<file path="src/rtl/mdio_pkg.sv">
package mdio_pkg;
    localparam logic [1:0] SOF_PAT  = 2'b01;
    localparam logic [1:0] OP_READ  = 2'b10;
    localparam logic [1:0] OP_WRITE = 2'b01;
    localparam logic [1:0] TA_HOST  = 2'b10;
    localparam logic [1:0] TA_FLOAT = 2'b11;
endpackage

</file>
<file path="src/rtl/mdio_clkgen.sv">
module mdio_clkgen #(
    parameter int HALF_DIV = 2
) (
    input  logic clk,
    input  logic rst_n,
    input  logic run,
    output logic mdc,
    output logic rise_stb,
    output logic end_stb
);
    localparam int CW = $clog2(2 * HALF_DIV) < 1 ? 1 : $clog2(2 * HALF_DIV);
    localparam logic [CW-1:0] LAST = CW'(2 * HALF_DIV - 1);
    localparam logic [CW-1:0] HIGH_AT = CW'(HALF_DIV);
    localparam logic [CW-1:0] PRE_RISE = CW'(HALF_DIV - 1);

    typedef struct packed {
        logic [CW-1:0] cnt;
        logic          mdc;
    } cg_t;

    cg_t cg_d, cg_q;

    always_comb begin
        cg_d = cg_q;
        if (!run) begin
            cg_d.cnt = '0;
        end else if (cg_q.cnt == LAST) begin
            cg_d.cnt = '0;
        end else begin
            cg_d.cnt = cg_q.cnt + 1'b1;
        end
        cg_d.mdc = run && (cg_d.cnt >= HIGH_AT);
    end

    always_ff @(posedge clk or negedge rst_n) begin
        if (!rst_n) begin
            cg_q <= '0;
        end else begin
            cg_q <= cg_d;
        end
    end

    assign mdc      = cg_q.mdc;
    assign rise_stb = run && (cg_q.cnt == PRE_RISE);
    assign end_stb  = run && (cg_q.cnt == LAST);

    // the clock drops back low one cycle after the run request goes away
    assert_mdc_stops_R2: assert property (@(posedge clk) disable iff (!rst_n)
        !run |=> !mdc);
endmodule

</file>
<file path="src/rtl/mdio_bitseq.sv">
module mdio_bitseq
    import mdio_pkg::*;
#(
    parameter int PRE_LEN = 32,
    parameter int PA_W    = 5,
    parameter int RA_W    = 5,
    parameter int D_W     = 16
) (
    input  logic            clk,
    input  logic            rst_n,
    input  logic            start,
    input  logic            cmd_rd,
    input  logic [PA_W-1:0] phy_addr,
    input  logic [RA_W-1:0] reg_addr,
    input  logic [D_W-1:0]  wr_data,
    input  logic            end_stb,
    output logic            busy,
    output logic            done,
    output logic            mdio_out,
    output logic            mdio_oe,
    output logic            data_win,
    output logic            fin_rd
);
    localparam int FRAME_LEN = PRE_LEN + 6 + PA_W + RA_W + D_W;
    localparam int BW        = $clog2(FRAME_LEN + 1);
    localparam int TA_IDX    = PRE_LEN + 4 + PA_W + RA_W;
    localparam int DAT_IDX   = TA_IDX + 2;
    localparam logic [BW-1:0] LAST_IDX = BW'(FRAME_LEN - 1);

    typedef struct packed {
        logic                 busy;
        logic                 done;
        logic                 rd;
        logic [BW-1:0]        idx;
        logic [FRAME_LEN-1:0] sh;
    } seq_t;

    seq_t sq_d, sq_q;
    logic last_bit;

    assign last_bit = sq_q.busy && end_stb && (sq_q.idx == LAST_IDX);

    always_comb begin
        sq_d      = sq_q;
        sq_d.done = 1'b0;
        if (!sq_q.busy) begin
            if (start) begin
                sq_d.busy = 1'b1;
                sq_d.rd   = cmd_rd;
                sq_d.idx  = '0;
                sq_d.sh   = {{PRE_LEN{1'b1}}, SOF_PAT,
                             cmd_rd ? OP_READ : OP_WRITE,
                             phy_addr, reg_addr,
                             cmd_rd ? TA_FLOAT : TA_HOST,
                             cmd_rd ? {D_W{1'b0}} : wr_data};
            end
        end else if (end_stb) begin
            if (last_bit) begin
                sq_d.busy = 1'b0;
                sq_d.done = 1'b1;
                sq_d.idx  = '0;
            end else begin
                sq_d.idx = sq_q.idx + 1'b1;
                sq_d.sh  = {sq_q.sh[FRAME_LEN-2:0], 1'b0};
            end
        end
    end

    always_ff @(posedge clk or negedge rst_n) begin
        if (!rst_n) begin
            sq_q <= '0;
        end else begin
            sq_q <= sq_d;
        end
    end

    assign busy     = sq_q.busy;
    assign done     = sq_q.done;
    assign mdio_out = sq_q.busy && sq_q.sh[FRAME_LEN-1];
    assign mdio_oe  = sq_q.busy && (!sq_q.rd || (sq_q.idx < BW'(TA_IDX)));
    assign data_win = sq_q.busy && sq_q.rd && (sq_q.idx >= BW'(DAT_IDX));
    assign fin_rd   = last_bit && sq_q.rd;

    assert_idx_range_R10: assert property (@(posedge clk) disable iff (!rst_n)
        sq_q.busy |-> (sq_q.idx <= LAST_IDX));
    assert_done_single_R10: assert property (@(posedge clk) disable iff (!rst_n)
        sq_q.done |=> !sq_q.done);
    // a start strobe cannot reload the frame once it is running
    assert_cmd_locked_R9: assert property (@(posedge clk) disable iff (!rst_n)
        (sq_q.busy && !end_stb) |=> ($stable(sq_q.sh) && $stable(sq_q.rd)));
endmodule

</file>
<file path="src/rtl/mdio_rdcap.sv">
module mdio_rdcap #(
    parameter int D_W = 16
) (
    input  logic           clk,
    input  logic           rst_n,
    input  logic           sample,
    input  logic           mdio_in,
    input  logic           commit,
    output logic [D_W-1:0] rd_data
);
    typedef struct packed {
        logic [D_W-1:0] sh;
        logic [D_W-1:0] hold;
    } cap_t;

    cap_t cp_d, cp_q;

    always_comb begin
        cp_d = cp_q;
        if (sample) begin
            cp_d.sh = {cp_q.sh[D_W-2:0], mdio_in};
        end
        if (commit) begin
            cp_d.hold = cp_q.sh;
        end
    end

    always_ff @(posedge clk or negedge rst_n) begin
        if (!rst_n) begin
            cp_q <= '0;
        end else begin
            cp_q <= cp_d;
        end
    end

    assign rd_data = cp_q.hold;

    assert_rd_hold_R7: assert property (@(posedge clk) disable iff (!rst_n)
        !commit |=> $stable(rd_data));
endmodule

</file>
<file path="src/rtl/mdio_master.sv">
module mdio_master #(
    parameter int HALF_DIV = 2,
    parameter int PRE_LEN  = 32,
    parameter int PA_W     = 5,
    parameter int RA_W     = 5,
    parameter int D_W      = 16
) (
    input  logic            clk,
    input  logic            rst_n,
    input  logic            start,
    input  logic            cmd_rd,
    input  logic [PA_W-1:0] phy_addr,
    input  logic [RA_W-1:0] reg_addr,
    input  logic [D_W-1:0]  wr_data,
    output logic            busy,
    output logic            done,
    output logic [D_W-1:0]  rd_data,
    output logic            mdc,
    output logic            mdio_out,
    output logic            mdio_oe,
    input  logic            mdio_in
);
    logic rise_stb, end_stb, data_win, fin_rd;

    mdio_clkgen #(.HALF_DIV(HALF_DIV)) u_clk (
        .clk(clk), .rst_n(rst_n), .run(busy),
        .mdc(mdc), .rise_stb(rise_stb), .end_stb(end_stb)
    );

    mdio_bitseq #(.PRE_LEN(PRE_LEN), .PA_W(PA_W), .RA_W(RA_W), .D_W(D_W)) u_seq (
        .clk(clk), .rst_n(rst_n), .start(start), .cmd_rd(cmd_rd),
        .phy_addr(phy_addr), .reg_addr(reg_addr), .wr_data(wr_data),
        .end_stb(end_stb), .busy(busy), .done(done),
        .mdio_out(mdio_out), .mdio_oe(mdio_oe),
        .data_win(data_win), .fin_rd(fin_rd)
    );

    mdio_rdcap #(.D_W(D_W)) u_cap (
        .clk(clk), .rst_n(rst_n), .sample(rise_stb && data_win),
        .mdio_in(mdio_in), .commit(fin_rd), .rd_data(rd_data)
    );

    assert_idle_quiet_R1: assert property (@(posedge clk) disable iff (!rst_n)
        !busy |-> (!mdio_oe && !mdc));
    assert_line_stable_R8: assert property (@(posedge clk) disable iff (!rst_n)
        $rose(mdc) |-> ($stable(mdio_out) && $stable(mdio_oe)));
    assert_done_ends_busy_R10: assert property (@(posedge clk) disable iff (!rst_n)
        $rose(done) |-> ($fell(busy)));
endmodule

</file>
<file path="config.mk">
export PLATFORM = sky130hd
export DESIGN_NAME = mdio_master
export DESIGN_NICKNAME = d
export VERILOG_FILES = /design/src/rtl/mdio_pkg.sv /design/src/rtl/mdio_clkgen.sv /design/src/rtl/mdio_bitseq.sv /design/src/rtl/mdio_rdcap.sv /design/src/rtl/mdio_master.sv
export SDC_FILE = /design/constraint.sdc
export NUM_CORES = 1
export LEC_CHECK = 0
export ABC_AREA = 1
export BUFFER_PORTS_ARGS = -buffer_cell sky130_fd_sc_hd__buf_2
export CAP_MARGIN = 25
export CORE_ASPECT_RATIO = 0.9
export CORE_MARGIN = 2
export CORE_UTILIZATION = 25
export DETAILED_ROUTE_END_ITERATION = 10
export PLACE_DENSITY_LB_ADDON = 0.25
export SLEW_MARGIN = 20
export SYNTH_ARGS = -nofsm -noshare
export SYNTH_HDL_FRONTEND = slang
export SYNTH_SLANG_ARGS = --single-unit
</file>
<file path="constraint.sdc">
create_clock -name clk -period 2 [get_ports clk]
set_clock_uncertainty 0.2 [all_clocks]
set_input_delay 0.2 -clock clk [delete_from_list [all_inputs] [get_ports clk]]
set_output_delay 0.2 -clock clk [all_outputs]
set_load 0.01 [all_outputs]
</file>
Yosys cells after proc, flatten, opt, wreduce, memory -nomap -nowiden

Cells that the tools add are included.

Word-level logic and storage cells: 52
Register bits after elaboration: 109
Output and inout port bits: 21
Input port bits: 31

Bitwise gates (word level): 1
Add/sub/neg operators: 2
Magnitude comparators: 3
Reductions and logical operators: 17
Mux-type cells: 15
Equal/unequal tests: 5

Operators with widths:

| cell                                                                                | count |
|---|---|
| 71-bit 2-to-1 mux                                                                   | 3 |
| 64-bit 2-to-1 mux                                                                   | 1 |
| 16-bit 2-to-1 mux                                                                   | 1 |
| 1-bit logical AND                                                                   | 11 |
| 2-bit 2-to-1 mux                                                                    | 5 |
| 7-bit by 1-bit adder with 7-bit output, second input constant                       | 1 |
| 7-bit by 6-bit == test with 1-bit output, second input constant                     | 1 |
| 7-bit by 6-bit greater-or-equal comparator with 1-bit output, second input constant | 1 |
| 7-bit by 6-bit < comparator with 1-bit output, second input constant                | 1 |
| 7-bit 2-to-1 mux                                                                    | 1 |
| 1-bit 2-to-1 mux                                                                    | 4 |
| 2-bit AND reduction                                                                 | 2 |
| 3-bit AND reduction                                                                 | 1 |
| 2-bit by 1-bit adder with 2-bit output, second input constant                       | 1 |
| 2-bit by 1-bit == test with 1-bit output, second input constant                     | 1 |
| 2-bit == test, second input constant                                                | 1 |
| 2-bit greater-or-equal comparator, second input constant                            | 1 |
| 2-bit by 1-bit inequality test with 1-bit output, second input constant             | 1 |
| 2-bit inequality test, second input constant                                        | 1 |
| 2-bit nonzero test                                                                  | 1 |
| 1-bit logical NOT                                                                   | 1 |
| 1-bit logical OR                                                                    | 1 |
| 1-bit NOT                                                                           | 1 |

Depth between registers and ports, before layout

Depth after elaboration: 7
Mapped depth: 8
Mapped depth without buffers: 7

Cells and area by module

Synthesis repeated with hierarchy kept, for this count alone.

Cell total of the unflattened synthesis: 644
Area, all modules: 5210.0 µm²

By module, submodules not included:

| module      | times used | area an instance (µm²) | cells an instance | sequential area each (µm²) |
|---|---|---|---|---|
| mdio_bitseq | 1          | 3699.8                 | 476               | 1851.8 |
| mdio_rdcap  | 1          | 1390.1                 | 152               | 800.8 |
| mdio_clkgen | 1          | 112.6                  | 14                | 50.0 |
| mdio_master | 1          | 7.5                    | 2                 | 0.0 |

Worst setup path after synthesis

Ideal clock, no wire load.

Kind: reg2reg
From: register u_seq.sq_q[65] (netlist name)
To: register u_seq.sq_q[28] (netlist name)
Arrival: 1.299 ns
Period minus slack after synthesis: 1.616 ns
Buffers on the path: 2
Required time: 1.683 ns
Setup time: 0.117 ns
Cell stages (with the launch flop): 9
Setup slack: 0.384 ns
Path through: dfrtp_1 -> ha_1 -> nand3_2 -> nor2_4 -> nand2_2 -> buf_6 -> buf_6 -> nand3_1 -> nand2_1

Cells in the longest elaborated chain, start to end: 4

RTL lines:

| what                                     | line              | RTL |
|---|---|---|
| from (decl)                              | mdio_bitseq.sv:38 | `seq_t sq_d, sq_q;` |
| from (signal assigned)                   | mdio_bitseq.sv:73 | `sq_q <= sq_d;` |
| 7-bit by 6-bit == test with 1-bit output | mdio_bitseq.sv:41 | `assign last_bit = sq_q.busy && end_stb && (sq_q.idx == LAST_IDX);` |
| 1-bit logical AND                        | mdio_bitseq.sv:41 |  |
| 2-bit inequality test (no source line)   | -                 |  |
| 3-bit AND reduction (no source line)     | -                 |  |

Every way passes these cells.
A chain may end at the register's enable or synchronous reset.

Final worst setup path

From: register u_seq.sq_q[69] (netlist name)
To: output port mdio_oe

Cells in the longest elaborated chain, start to end: 3

RTL lines:

| what                                          | line              | RTL |
|---|---|---|
| 7-bit by 6-bit < comparator with 1-bit output | mdio_bitseq.sv:80 | `assign mdio_oe = sq_q.busy && (!sq_q.rd \|\| (sq_q.idx < BW'(TA_IDX)));` |
| 1-bit logical OR                              | mdio_bitseq.sv:80 |  |
| 1-bit logical AND                             | mdio_bitseq.sv:80 |  |
| to (decl)                                     | mdio_master.sv:20 | `output logic mdio_oe,` |

Every way passes these cells.

==> impl_metrics.ini <==
[placed_design]
dp.cells = 889
port_buffers = 51
dp_hpwl_mm = 6.15
post-place-ws_ns = 0.190
place.gp.congestion = 0.707

[logic_synthesis]
synth-main-ff-cell = dfrtp_1
synth_edf_count = 0
synthesis.nets = 657
synth_cell_type_count = 26
synthCells = 622
synth_area_leader_cell = dfrtp_1
yosysSeqAreaShare = 0.534
yosysWarnings = 0
netlist.area_leader.share = 0.534
netlist_area_um2 = 5110
yosysMostFrequentCell = nand2_1
synth_area_per_cell_um2 = 8.21
synthTopCellsByArea = dfrtp_1, nand2_1, nand3_1
async_flop_share = 1.00
ys_seq_elements = 109
synthTopCellsByCount = nand2_1, dfrtp_1, nand3_1

[final_layout]
diodes = 0
nNetsFinal = 710
layout-drive-gt1-share = 0.182
areaGrowthSynthToFinish_pct = 20.3
final_cell_count_no_fill = 935

[grt]
antenna_found_initial = 0
grt_pass1_wl_mm = 18.7
grt_usage = 0.103
grt_pass1_vias = 3908
grt_start_max_net_pins = 66
grt_remaining_overflow = 0

[flow_run]
cap_violations = 0

[drt]
vias_per_cell = 4.17
wl_per_cell_um = 11.4
routed_wl_mm = 10.7
vias = 3901
drtAntennaViolNets = 0
drtIter0Drc = 261
remaining_drc_errors = 0
firstDrtPassIters = 4

[power]
power.leakage_uw = 0.00332
vdd_drop_max_mv = 0.553
power.density_nw_per_um2 = 1080

[timing]
drv_slew = 0
fin_crit_sh = 0.946
rsz0062_at_grt = false
slew-limit-headroom = 0.612
fin_crit_ns = 1.89
setup_tns_ns = 0
hold_violations = 0
setup_slack_ns = 0.109
max_freq_mhz = 529
tightest_slew_ns = 0.582
finalSetupViolations = 0

[hold_path]
min_path_type = input port to register
min_from = wr_data[7]

[floorplan]
pin_count = 52
rows = 49
die-area_um2 = 21600
core_um2 = 20000
initial_core_util = 0.255
die_h_um = 140
die_x_um = 155

[setup_path]
worstReg2RegStart = u_seq.sq_q[64]$_DFFE_PN0P_
end_kind = primary output
critPathMaxStageDelay_ns = 0.43
crit_buf_inv = 1
arrival_ns = 1.49
required_ns = 1.60
crit_family = flip-flops
worst_path_most_repeated_cell = nand2_1
critPathLaunch = u_seq.sq_q[69]$_DFFE_PN0P_
cp_max_fo = 5
path_cells = nand2_1, nand2_1, o21bai_1, a21oi_1, buf_2
start_kind = register
path_class = register to primary output
crit_slowest_cell = dfrtp_1

[cts]
cts.htree.levels = 3
cts_made_buffers = 9
cts_tree = built
clkTransAtPathRegs_ns = 0.08
clockBufferDepth = 2
cts_resized = 0
insertion_delay_ns = 0.35
root_buffer = clkbuf_16
cts_sinks = 109

[status]
status = completed
## final timing paths
path                                                  to  slack (ns)  cells past startpoint
setup / recovery                                 mdio_oe        0.11                      5
hold / removal                 u_seq.sq_q[7]$_DFFE_PN0P_        0.01                      5
max in group asynchronous     u_seq.sq_q[33]$_DFFE_PN0P_        0.94                      3
min in group asynchronous  u_cap.rd_data[15]$_DFFE_PN0P_        0.12                      2
hold reg to reg               u_seq.sq_q[44]$_DFFE_PN0P_        0.27                      2
setup reg to reg               u_seq.sq_q[2]$_DFFE_PN0P_        0.18                      8
## metal layers
metal,routed length (um),global-route usage,share of wire,vias to the layer above
li1,-,-,-,2029
met1,5740,0.146,0.54,1814
met2,4500,0.159,0.42,49
met3,318,0.0227,0.030,9
met4,110,0.0288,0.010,0
met5,0,0,0,-
## registers in the layout, summed over array words and instances (netlist names)
| name | flops |
|---|---|
| u_seq.done | 1 |
| u_cap.rd_data | 16 |
| u_clk.mdc | 1 |
| u_cap.cp_q | 16 |
| u_clk.cg_q | 2 |
| u_seq.busy | 1 |
| u_seq.sq_q | 72 |
## stage by stage
stage,hold WS [ns],instance area [um2],utilization,power [uW]
floorplan,-0.296,5110,-,4310
finish,0.0141,6140,0.307,6660
global placement,-0.0289,5510,0.276,4730
global route,0.0391,6140,0.307,7170
detailed placement,-0.0333,5510,0.276,4730
CTS,0.00117,6120,0.306,6720
## cells in the final DEF (no fill, tap or decap)
| cell type | n |
|---|---|
| nand2_1 | 268 |
| dfrtp_1 | 109 |
| nand3_1 | 65 |
| buf_2 | 50 |
| or2_2 | 34 |
| inv_1 | 29 |
| dlygate4sd3_1 | 29 |
| o21ai_1 | 18 |
| o21ai_0 | 18 |
| clkbuf_16 | 10 |
| buf_4 | 9 |
| nor2_1 | 6 |
| buf_12 | 5 |
| ha_1 | 4 |
| a21oi_1 | 2 |
| nand3_2 | 2 |
| nor2_2 | 2 |
| nand2_2 | 2 |
| xnor2_1 | 2 |
| nand3b_1 | 2 |
| inv_6 | 2 |
| inv_8 | 2 |
| clkinv_4 | 2 |
| inv_2 | 1 |
| o21bai_1 | 1 |
| nor2_4 | 1 |
| xor2_1 | 1 |
| nand4_1 | 1 |
| nand2_4 | 1 |
| o21a_1 | 1 |
| bufinv_16 | 1 |
## final cells by class
cell class,count,area (um2)
clock inverter,7,87.6
inverter,30,113
multi-input combinational,431,1940
tap,255,319
sequential,109,2730
clock buffer,9,225
timing repair buffer,94,733
fill,2152,13800
## logic make-up (layout without fill, tap and decap cells)
logic type / after synthesis / count (layout) / share of synthesized area
and+or+nand+nor: 384 / 384 / 0.324
xor gates and xnor gates: 3 / 3 / 0.00515
buffers and inverters: 82 / 140 / 0.0865
AOI/OAI and AO/OA: 40 / 40 / 0.0402
DFF: 109 / 109 / 0.534
adders and majority gates: 4 / 4 / 0.00980
## where the power goes
part           total (uW)  internal, uW  switching (uW)
logic                1720           760             957
clock network        1910          1010             900
registers            3040          2740             299
total                6660          4510            2160
## tightest hold or removal path, delay by kind of cell
family                 cells  cell delay, ns
buffers and inverters      1            0.08
AND/OR/NAND/NOR            4            0.25
## what timing repair did
action / CTS / global route
setup buffers: 0 / 0
hold buffers: 29 / 0
endpoints found under the hold margin: 137 / 0
endpoints found under the setup margin: 0 / 1
Note: power is estimated with default switching activity, not from simulation.
